## src/rtl/remap_pkg.sv

```systemverilog
package remap_pkg;
    localparam int ADDR_W   = 39;              // logical / DRAM address width
    localparam int PAGE_LSB = 20;              // 1 MB granularity
    localparam int WIN_HI   = 35;              // top bit of window registers
    localparam int TOP_HI   = 31;              // top bit of low-memory top register
    localparam int PAGE_W   = ADDR_W - PAGE_LSB;
    localparam int WIN_W    = WIN_HI - PAGE_LSB + 1;
    localparam int TOP_W    = TOP_HI - PAGE_LSB + 1;
    localparam int SEL_W    = 2;

    typedef logic [PAGE_W-1:0] page_t;

    typedef enum logic [SEL_W-1:0] {
        SEL_FIRST = 2'd0,
        SEL_LAST  = 2'd1,
        SEL_TOP   = 2'd2,
        SEL_CTRL  = 2'd3
    } reg_sel_e;

    typedef struct packed {
        logic             enable;
        logic [WIN_W-1:0] first_pg;
        logic [WIN_W-1:0] last_pg;
        logic [TOP_W-1:0] top_pg;
    } bounds_t;

    typedef struct packed {
        logic [ADDR_W-1:0] addr;
        logic              hit;
    } xreq_t;

    function automatic page_t widen_win(input logic [WIN_W-1:0] v);
        return {{(PAGE_W-WIN_W){1'b0}}, v};
    endfunction

    function automatic page_t widen_top(input logic [TOP_W-1:0] v);
        return {{(PAGE_W-TOP_W){1'b0}}, v};
    endfunction
endpackage

```

## src/rtl/remap_bound_regs.sv

```systemverilog
module remap_bound_regs
    import remap_pkg::*;
(
    input  logic                  clk,
    input  logic                  rst,
    input  logic                  we,
    input  logic [SEL_W-1:0]      sel,
    input  logic [ADDR_W-1:0]     wdata,
    output logic [ADDR_W-1:0]     rdata,
    output bounds_t               bounds
);
    reg_sel_e sel_e;
    assign sel_e = reg_sel_e'(sel);

    always_ff @(posedge clk) begin
        if (rst) begin
            bounds <= '0;
        end else if (we) begin
            case (sel_e)
                SEL_FIRST: bounds.first_pg <= wdata[WIN_HI:PAGE_LSB];
                SEL_LAST:  bounds.last_pg  <= wdata[WIN_HI:PAGE_LSB];
                SEL_TOP:   bounds.top_pg   <= wdata[TOP_HI:PAGE_LSB];
                SEL_CTRL:  bounds.enable   <= wdata[0];
                default:   ;
            endcase
        end
    end

    always_comb begin
        rdata = '0;
        case (sel_e)
            SEL_FIRST: rdata[WIN_HI:PAGE_LSB] = bounds.first_pg;
            SEL_LAST:  rdata[WIN_HI:PAGE_LSB] = bounds.last_pg;
            SEL_TOP:   rdata[TOP_HI:PAGE_LSB] = bounds.top_pg;
            SEL_CTRL:  rdata[0]               = bounds.enable;
            default:   ;
        endcase
    end

    // Bits outside every field are dropped on purpose.
    logic unused_wbits;
    assign unused_wbits = ^{wdata[ADDR_W-1:WIN_HI+1], wdata[PAGE_LSB-1:1]};

    // low-memory top never carries bits above its field after a write
    p_top_field_r5: assert property (@(posedge clk) disable iff (rst)
        we && sel_e == SEL_TOP |=> bounds.top_pg == $past(wdata[TOP_HI:PAGE_LSB]));
endmodule

```

## src/rtl/remap_window_xlate.sv

```systemverilog
module remap_window_xlate
    import remap_pkg::*;
(
    input  logic [ADDR_W-1:0] addr,
    input  bounds_t           bounds,
    output xreq_t             result
);
    page_t pg, first_w, last_w, top_w, moved;
    logic  in_win;

    always_comb begin
        pg      = addr[ADDR_W-1:PAGE_LSB];
        first_w = widen_win(bounds.first_pg);
        last_w  = widen_win(bounds.last_pg);
        top_w   = widen_top(bounds.top_pg);
        in_win  = bounds.enable && (pg >= first_w) && (pg <= last_w);
        moved   = pg - first_w + top_w;   // carry out of bit 38 dropped
        result.hit  = in_win;
        result.addr = in_win ? {moved, addr[PAGE_LSB-1:0]} : addr;
    end
endmodule

```

## src/rtl/remap_out_stage.sv

```systemverilog
module remap_out_stage
    import remap_pkg::*;
(
    input  logic  clk,
    input  logic  rst,
    input  logic  in_valid,
    output logic  in_ready,
    input  xreq_t in_data,
    output logic  out_valid,
    input  logic  out_ready,
    output xreq_t out_data
);
    assign in_ready = !out_valid || out_ready;

    always_ff @(posedge clk) begin
        if (rst) begin
            out_valid <= 1'b0;
            out_data  <= '0;
        end else if (in_ready) begin
            out_valid <= in_valid;
            if (in_valid) out_data <= in_data;
        end
    end

    // stalled output holds
    p_stall_hold_r9: assert property (@(posedge clk) disable iff (rst)
        out_valid && !out_ready |=> out_valid && $stable(out_data));

    // accepted request appears after the accepting edge
    p_accept_r8: assert property (@(posedge clk) disable iff (rst)
        in_valid && in_ready |=> out_valid && out_data == $past(in_data));
endmodule

```

## src/rtl/remap_reclaim_top.sv

```systemverilog
module remap_reclaim_top
    import remap_pkg::*;
(
    input  logic                 clk,
    input  logic                 rst,
    input  logic                 req_valid,
    output logic                 req_ready,
    input  logic [ADDR_W-1:0]    req_addr,
    output logic                 rsp_valid,
    input  logic                 rsp_ready,
    output logic [ADDR_W-1:0]    rsp_addr,
    output logic                 rsp_hit,
    input  logic                 cfg_we,
    input  logic [SEL_W-1:0]     cfg_sel,
    input  logic [ADDR_W-1:0]    cfg_wdata,
    output logic [ADDR_W-1:0]    cfg_rdata
);
    bounds_t bounds;
    xreq_t   xlated, held;

    remap_bound_regs u_regs (
        .clk(clk), .rst(rst), .we(cfg_we), .sel(cfg_sel),
        .wdata(cfg_wdata), .rdata(cfg_rdata), .bounds(bounds)
    );

    remap_window_xlate u_xlate (
        .addr(req_addr), .bounds(bounds), .result(xlated)
    );

    remap_out_stage u_stage (
        .clk(clk), .rst(rst),
        .in_valid(req_valid), .in_ready(req_ready), .in_data(xlated),
        .out_valid(rsp_valid), .out_ready(rsp_ready), .out_data(held)
    );

    assign rsp_addr = held.addr;
    assign rsp_hit  = held.hit;

    logic accept;
    assign accept = req_valid && req_ready;

    // output empty right after reset
    p_reset_empty_r1: assert property (@(posedge clk) disable iff (rst)
        $past(rst) |-> !rsp_valid && bounds == '0);

    // low 20 bits always pass through
    p_low_bits_r4: assert property (@(posedge clk) disable iff (rst)
        accept |=> rsp_addr[PAGE_LSB-1:0] == $past(req_addr[PAGE_LSB-1:0]));

    // a miss leaves the address untouched
    p_miss_passthru_r6: assert property (@(posedge clk) disable iff (rst)
        accept |=> rsp_hit || rsp_addr == $past(req_addr));

    // inverted window never hits
    p_inverted_window_r7: assert property (@(posedge clk) disable iff (rst)
        accept && bounds.first_pg > bounds.last_pg |=> !rsp_hit);

    // disabled window never hits
    p_disabled_r11: assert property (@(posedge clk) disable iff (rst)
        accept && !bounds.enable |=> !rsp_hit);
endmodule

```

## config.mk

```make
export PLATFORM = sky130hd
export DESIGN_NAME = remap_reclaim_top
export DESIGN_NICKNAME = d
export VERILOG_FILES = /design/src/rtl/remap_pkg.sv /design/src/rtl/remap_bound_regs.sv /design/src/rtl/remap_window_xlate.sv /design/src/rtl/remap_out_stage.sv /design/src/rtl/remap_reclaim_top.sv
export SDC_FILE = /design/constraint.sdc
export NUM_CORES = 1
export LEC_CHECK = 0
export CORE_MARGIN = 2
export CORE_UTILIZATION = 40
export CTS_BUF_LIST = sky130_fd_sc_hd__clkbuf_4 sky130_fd_sc_hd__clkbuf_8
export DETAILED_ROUTE_END_ITERATION = 10
export DONT_BUFFER_PORTS = 1
export HOLD_SLACK_MARGIN = 0.08
export MAX_ROUTING_LAYER = met4
export PLACE_DENSITY = 0.56
export SKIP_LAST_GASP = 1
export SLEW_MARGIN = 15
export SYNTH_ARGS = -nofsm -noshare
export SYNTH_HDL_FRONTEND = slang
export SYNTH_SLANG_ARGS = --single-unit
```

## constraint.sdc

```tcl
create_clock -name clk -period 11.4 [get_ports clk]
set_clock_uncertainty 0.2 [all_clocks]
set_input_delay 2.28 -clock clk [delete_from_list [all_inputs] [get_ports clk]]
set_output_delay 2.28 -clock clk [all_outputs]
set_load 0.02 [all_outputs]
```

# ---- Yosys cells after proc, flatten, opt, wreduce, memory -nomap -nowiden
# Cells that the tools add are included.
dict set report word_totals {
  reg_bits 86
  latch_bits 0
  ramBits 0
  rom_bits 0
  inputBits 85
  output_inout_bits 81
  word_cells 28
  mem_count 0
}
dict set report op_classes {
  addsub 2
  n_mul 0
  n_div 0
  n_lt_le_gt_ge 2
  eq_ne 3
  shifts 0
  muxes 4
  n_bitwise 0
  n_reduce_logical 10
}
# operator count
set op_table {}
lappend op_table {{2-to-1 mux 39 bit} 1}
lappend op_table {{one-hot mux 12 bit (3 select lines)} 1}
lappend op_table {{adder 19 x 12 -> 19 bit} 1}
lappend op_table {{greater-or-equal comparator 19 x 16 -> 1 bit} 1}
lappend op_table {{<= comparator 19 x 16 -> 1 bit} 1}
lappend op_table {{subtractor 19 x 16 -> 19 bit} 1}
lappend op_table {{AND reduction 2 bit} 5}
lappend op_table {{one-hot mux 4 bit (2 select lines)} 1}
lappend op_table {{== test 2 bit, second input constant} 2}
lappend op_table {{== test 2 x 1 -> 1 bit, second input constant} 1}
lappend op_table {{logical AND 1 bit} 2}
lappend op_table {{logical NOT 2 bit} 1}
lappend op_table {{logical NOT 1 bit} 1}
lappend op_table {{logical OR 1 bit} 1}
lappend op_table {{2-to-1 mux 1 bit} 1}

# ---- Longest topological paths before layout
dict set report logic_depth {
  depth_word 4
  ltp_mapped 12
  ltp_nobuf 12
}

# ---- Modules after synthesis
# A second synthesis with hierarchy kept.
dict set report unflattened {
  cells_unflattened 774
  hier_area_um2 6801.5
}
# mod instances cells_each area_each_um2 seq_area_each_um2
set modules_own_cells {}
lappend modules_own_cells {remap_window_xlate 1 357 2539.9 0.0}
lappend modules_own_cells {remap_bound_regs 1 230 2336.0 900.9}
lappend modules_own_cells {remap_out_stage 1 187 1925.6 820.8}

# ---- Least setup slack after synthesis
# No wires, ideal clock.
dict set report synth_path {
  path_kind {input -> output}
  start {input cfg_sel[1]}
  end {output cfg_rdata[20]}
  t_arrival_ns 3.667
  required_ns 8.920
  path_slack_ns 5.253
  path_stages 4
  path_buffers 2
  path_cell_list {buf_1 -> buf_1 -> mux2i_1 -> o21ai_0}
}
dict set report synth_between {
  elab_chain_len 2
  elab_cells_between_ends 4
  cone_classes {eq/ne (2); mux (1); reduce/logical (1)}
}
# element line
set synth_rtl {}
lappend synth_rtl {{start: declaration} remap_reclaim_top.sv:14} ;# input logic [SEL_W-1:0] cfg_sel,
lappend synth_rtl {{== test 2 bit, or another cell as far along} remap_bound_regs.sv:31} ;# case (sel_e)
lappend synth_rtl {{one-hot mux 12 bit (3 select lines) (*)} remap_bound_regs.sv:31}
lappend synth_rtl {{end: declaration} remap_reclaim_top.sv:16} ;# output logic [ADDR_W-1:0] cfg_rdata
# Mark *: on every way between the ends. The rest lies on a longest branch, timed or not.

# ---- Final worst setup path
dict set report layout_path {
  start {input cfg_sel[0]}
  end {output cfg_rdata[31]}
}
# The elaborated chain is that of the path after synthesis.

==> results.py <==
metrics = {
    "clock_tree": {
        "cts_num_sinks": 86,
        "path_clk_slew_ps": 80,
        "holdBufCountCts": 0,
        "cts_setup_buffers": 0,
        "cts-root-buf": "clkbuf_8",
        "clk_latency_ps": 380,
        "cts_resized": 0,
        "cts_made_buffers": 9,
        "cts.htree.levels": 3,
        "cts_tree": "done",
        "clock_path_buffers": 2,
    },
    "floorplan": {
        "core_area_um2": 14400,
        "die_y_um": 125,
        "dieArea_um2": 15600,
        "ios": 166,
        "start_util_pct": 40.6,
        "rows": 44,
        "die_w_um": 125,
    },
    "sta": {
        "setup_violations": 0,
        "clock.fmax_mhz": 165,
        "rsz0062_at_grt": "no",
        "maxSlewViolCount": 0,
        "min_period_over_period_pct": 53.3,
        "maxSlewHeadroom_pct": 23.6,
        "worst_pin_slew_ps": 1140,
        "post-route-min-period_ps": 6070,
        "hold_viol_final": 0,
        "finalSetupTns_ps": 0,
    },
    "logic_synthesis": {
        "synth_area_leaders": "dfxtp_1 (29%), ha_1 (12%), nand2_1 (8.5%)",
        "async_flop_share_pct": 0,
        "yosys.area.top_type": "dfxtp_1",
        "synth_warnings": 0,
        "yosysUniqueCellTypes": 54,
        "synthCells": 758,
        "avgSynthCellArea_um2": 7.73,
        "yosysMostFrequentCell": "nand2_1",
        "synth_edf_count": 0,
        "syn_area_um2": 5860,
        "seq_area_frac_synth_pct": 29.4,
        "ys.flop_type": "dfxtp_1",
        "ys_seq_elements": 86,
        "synth_top_area_share_pct": 29.4,
        "ys_top_cells_by_count": "nand2_1 (133), inv_1 (90), dfxtp_1 (86)",
    },
    "power": {
        "ir_drop_mv": 0.0611,
        "power_density_nw_per_um2": 121,
        "leakage_nw": 2.60,
    },
    "min_path": {
        "worstHoldPathType": "flip-flop to flip-flop",
        "hold_depth": 2,
    },
    "route": {
        "avgViaCountPerCell": 5.33,
        "ant_nets": 0,
        "finalWirelength_um": 15400,
        "drt-pass1-iter-count": 5,
        "drt_iter0_drc": 239,
        "drc": 0,
        "wire_per_inst_um": 16.6,
        "vias": 4937,
    },
    "final_layout": {
        "area_growth_pct": 4.19,
        "drive_above_1_share_pct": 2.96,
        "final_nets": 890,
        "diodes": 0,
        "final_area_um2": 6100,
        "num-fill-cells": 1479,
    },
    "critical_path": {
        "startpoint_type": "primary input",
        "arrival_ps": 3590,
        "required_ps": 8920,
        "reg2reg_setup_slack_ps": 7490,
        "cp_max_fo": 22,
        "reg2regPathDepth": 11,
        "crit_path_end_kind": "output port",
        "path_class": "primary input to output port",
    },
    "placement": {
        "gp_congestion": 0.843,
        "postPlaceCellArea_um2": 5900,
        "dp_hpwl_um": 11900,
        "port_buffers": 0,
    },
    "run": {
        "maxCapViolations": 0,
    },
    "global_routing": {
        "grt_pass1_vias": 4685,
        "grt_usage_pct": 20.4,
        "grt_use_met2_pct": 32.4,
        "grt_overflow": 0,
        "met3_usage_pct": 5.31,
        "grt_max_degree": 83,
        "use_met1_pct": 26.5,
        "grt_pass1_wl_um": 24900,
        "antenna_found_initial": 0,
        "busiest_layer": "met2",
    },
    "run_status": {
        "status": "complete, no violations",
    },
}
worst paths after layout:
kind	from	to
setup / recovery	cfg_sel[0]	cfg_rdata[31]
hold / removal	u_regs.bounds[18]$_SDFFE_PP0P_	u_regs.bounds[18]$_SDFFE_PP0P_
setup reg to reg	u_regs.bounds[1]$_SDFFE_PP0P_	u_stage.out_data[29]$_SDFFE_PP0P_
hold reg to reg	u_regs.bounds[18]$_SDFFE_PP0P_	u_regs.bounds[18]$_SDFFE_PP0P_
critical path, cell delays in order:
cell,delay (ps)
nor2b_1,870
nand2_1,100
o21ai_0,340
final cells by class:
type	instances	area (um2)	area share [%]
Clock buffer	12	153	2.50
Clock inverter	4	53.8	0.882
Inverter	90	338	5.54
Multi-Input combinational cell	549	3590	58.8
Sequential cell	86	1720	28.2
Tap cell	184	230	3.77
Timing Repair Buffer	2	15.0	0.246
cell usage in the layout, fill, tap and decap left out, drive strengths merged, types with 3 or more instances in the layout:
cell | Yosys | routed
or2 | 3 | 3
nand3b | 6 | 6
and3 | 3 | 3
a2111oi | 5 | 5
mux2i | 41 | 41
a22oi | 3 | 3
a211oi | 14 | 14
fa | 13 | 13
clkbuf | 26 | 12
dfxtp | 86 | 86
xnor2 | 7 | 7
or3 | 4 | 4
ha | 54 | 54
a21oi | 79 | 79
o21ai | 32 | 32
nand4 | 5 | 5
conb | 1 | 22
a31oi | 4 | 4
nand3 | 12 | 12
nor2 | 47 | 47
o21bai | 8 | 8
nor3 | 9 | 9
nand2 | 133 | 133
inv | 90 | 91
xor2 | 6 | 6
o31ai | 3 | 3
nand2b | 5 | 5
nor3b | 3 | 3
kinds of logic (layout without fill, tap and decap cells):
group	count (synthesis)	count (layout)	synth area share [%]
AND/OR/NAND/NOR	240	240	17.8
adder cells (fa/ha/maj)	67	67	16.0
XOR/XNOR	13	13	1.94
buffers and inverters	144	108	10.8
flip-flops	86	86	29.4
multiplexers	42	42	7.20
other	1	22	0.0640
AO/OA/AOI/OAI	165	165	16.7
layer usage:
layer	vias up	wire, um
met5	-	0
met1	2308	7080
li1	2462	-
met2	157	7160
met4	0	131
met3	10	1020
registers in the layout (all words and copies together) (netlist names):
name / count
u_regs.bounds: 45
u_stage.out_data: 40
u_stage.out_valid: 1
stage by stage:
step / cells / total power [mW] / util (%) / setup slack [ps] / hold slack (ps)
final: 927 / 0.740 / 42.3 / 5330 / 280
after global routing: 927 / 0.786 / 42.3 / 5200 / 300
after detailed placement: 911 / 0.516 / 40.9 / 5330 / 260
after CTS: 927 / 0.746 / 42.3 / 5330 / 272
after floorplan: 779 / 0.491 / - / 5250 / 249
after global placement: 911 / 0.511 / 40.8 / 5350 / 254
power breakdown:
part,internal (mW),total [mW],switching [mW]
Combinational,0.0687,0.172,0.104
Clock,0.113,0.231,0.118
Sequential,0.315,0.337,0.0223
Power figures use the tool's default switching activity.
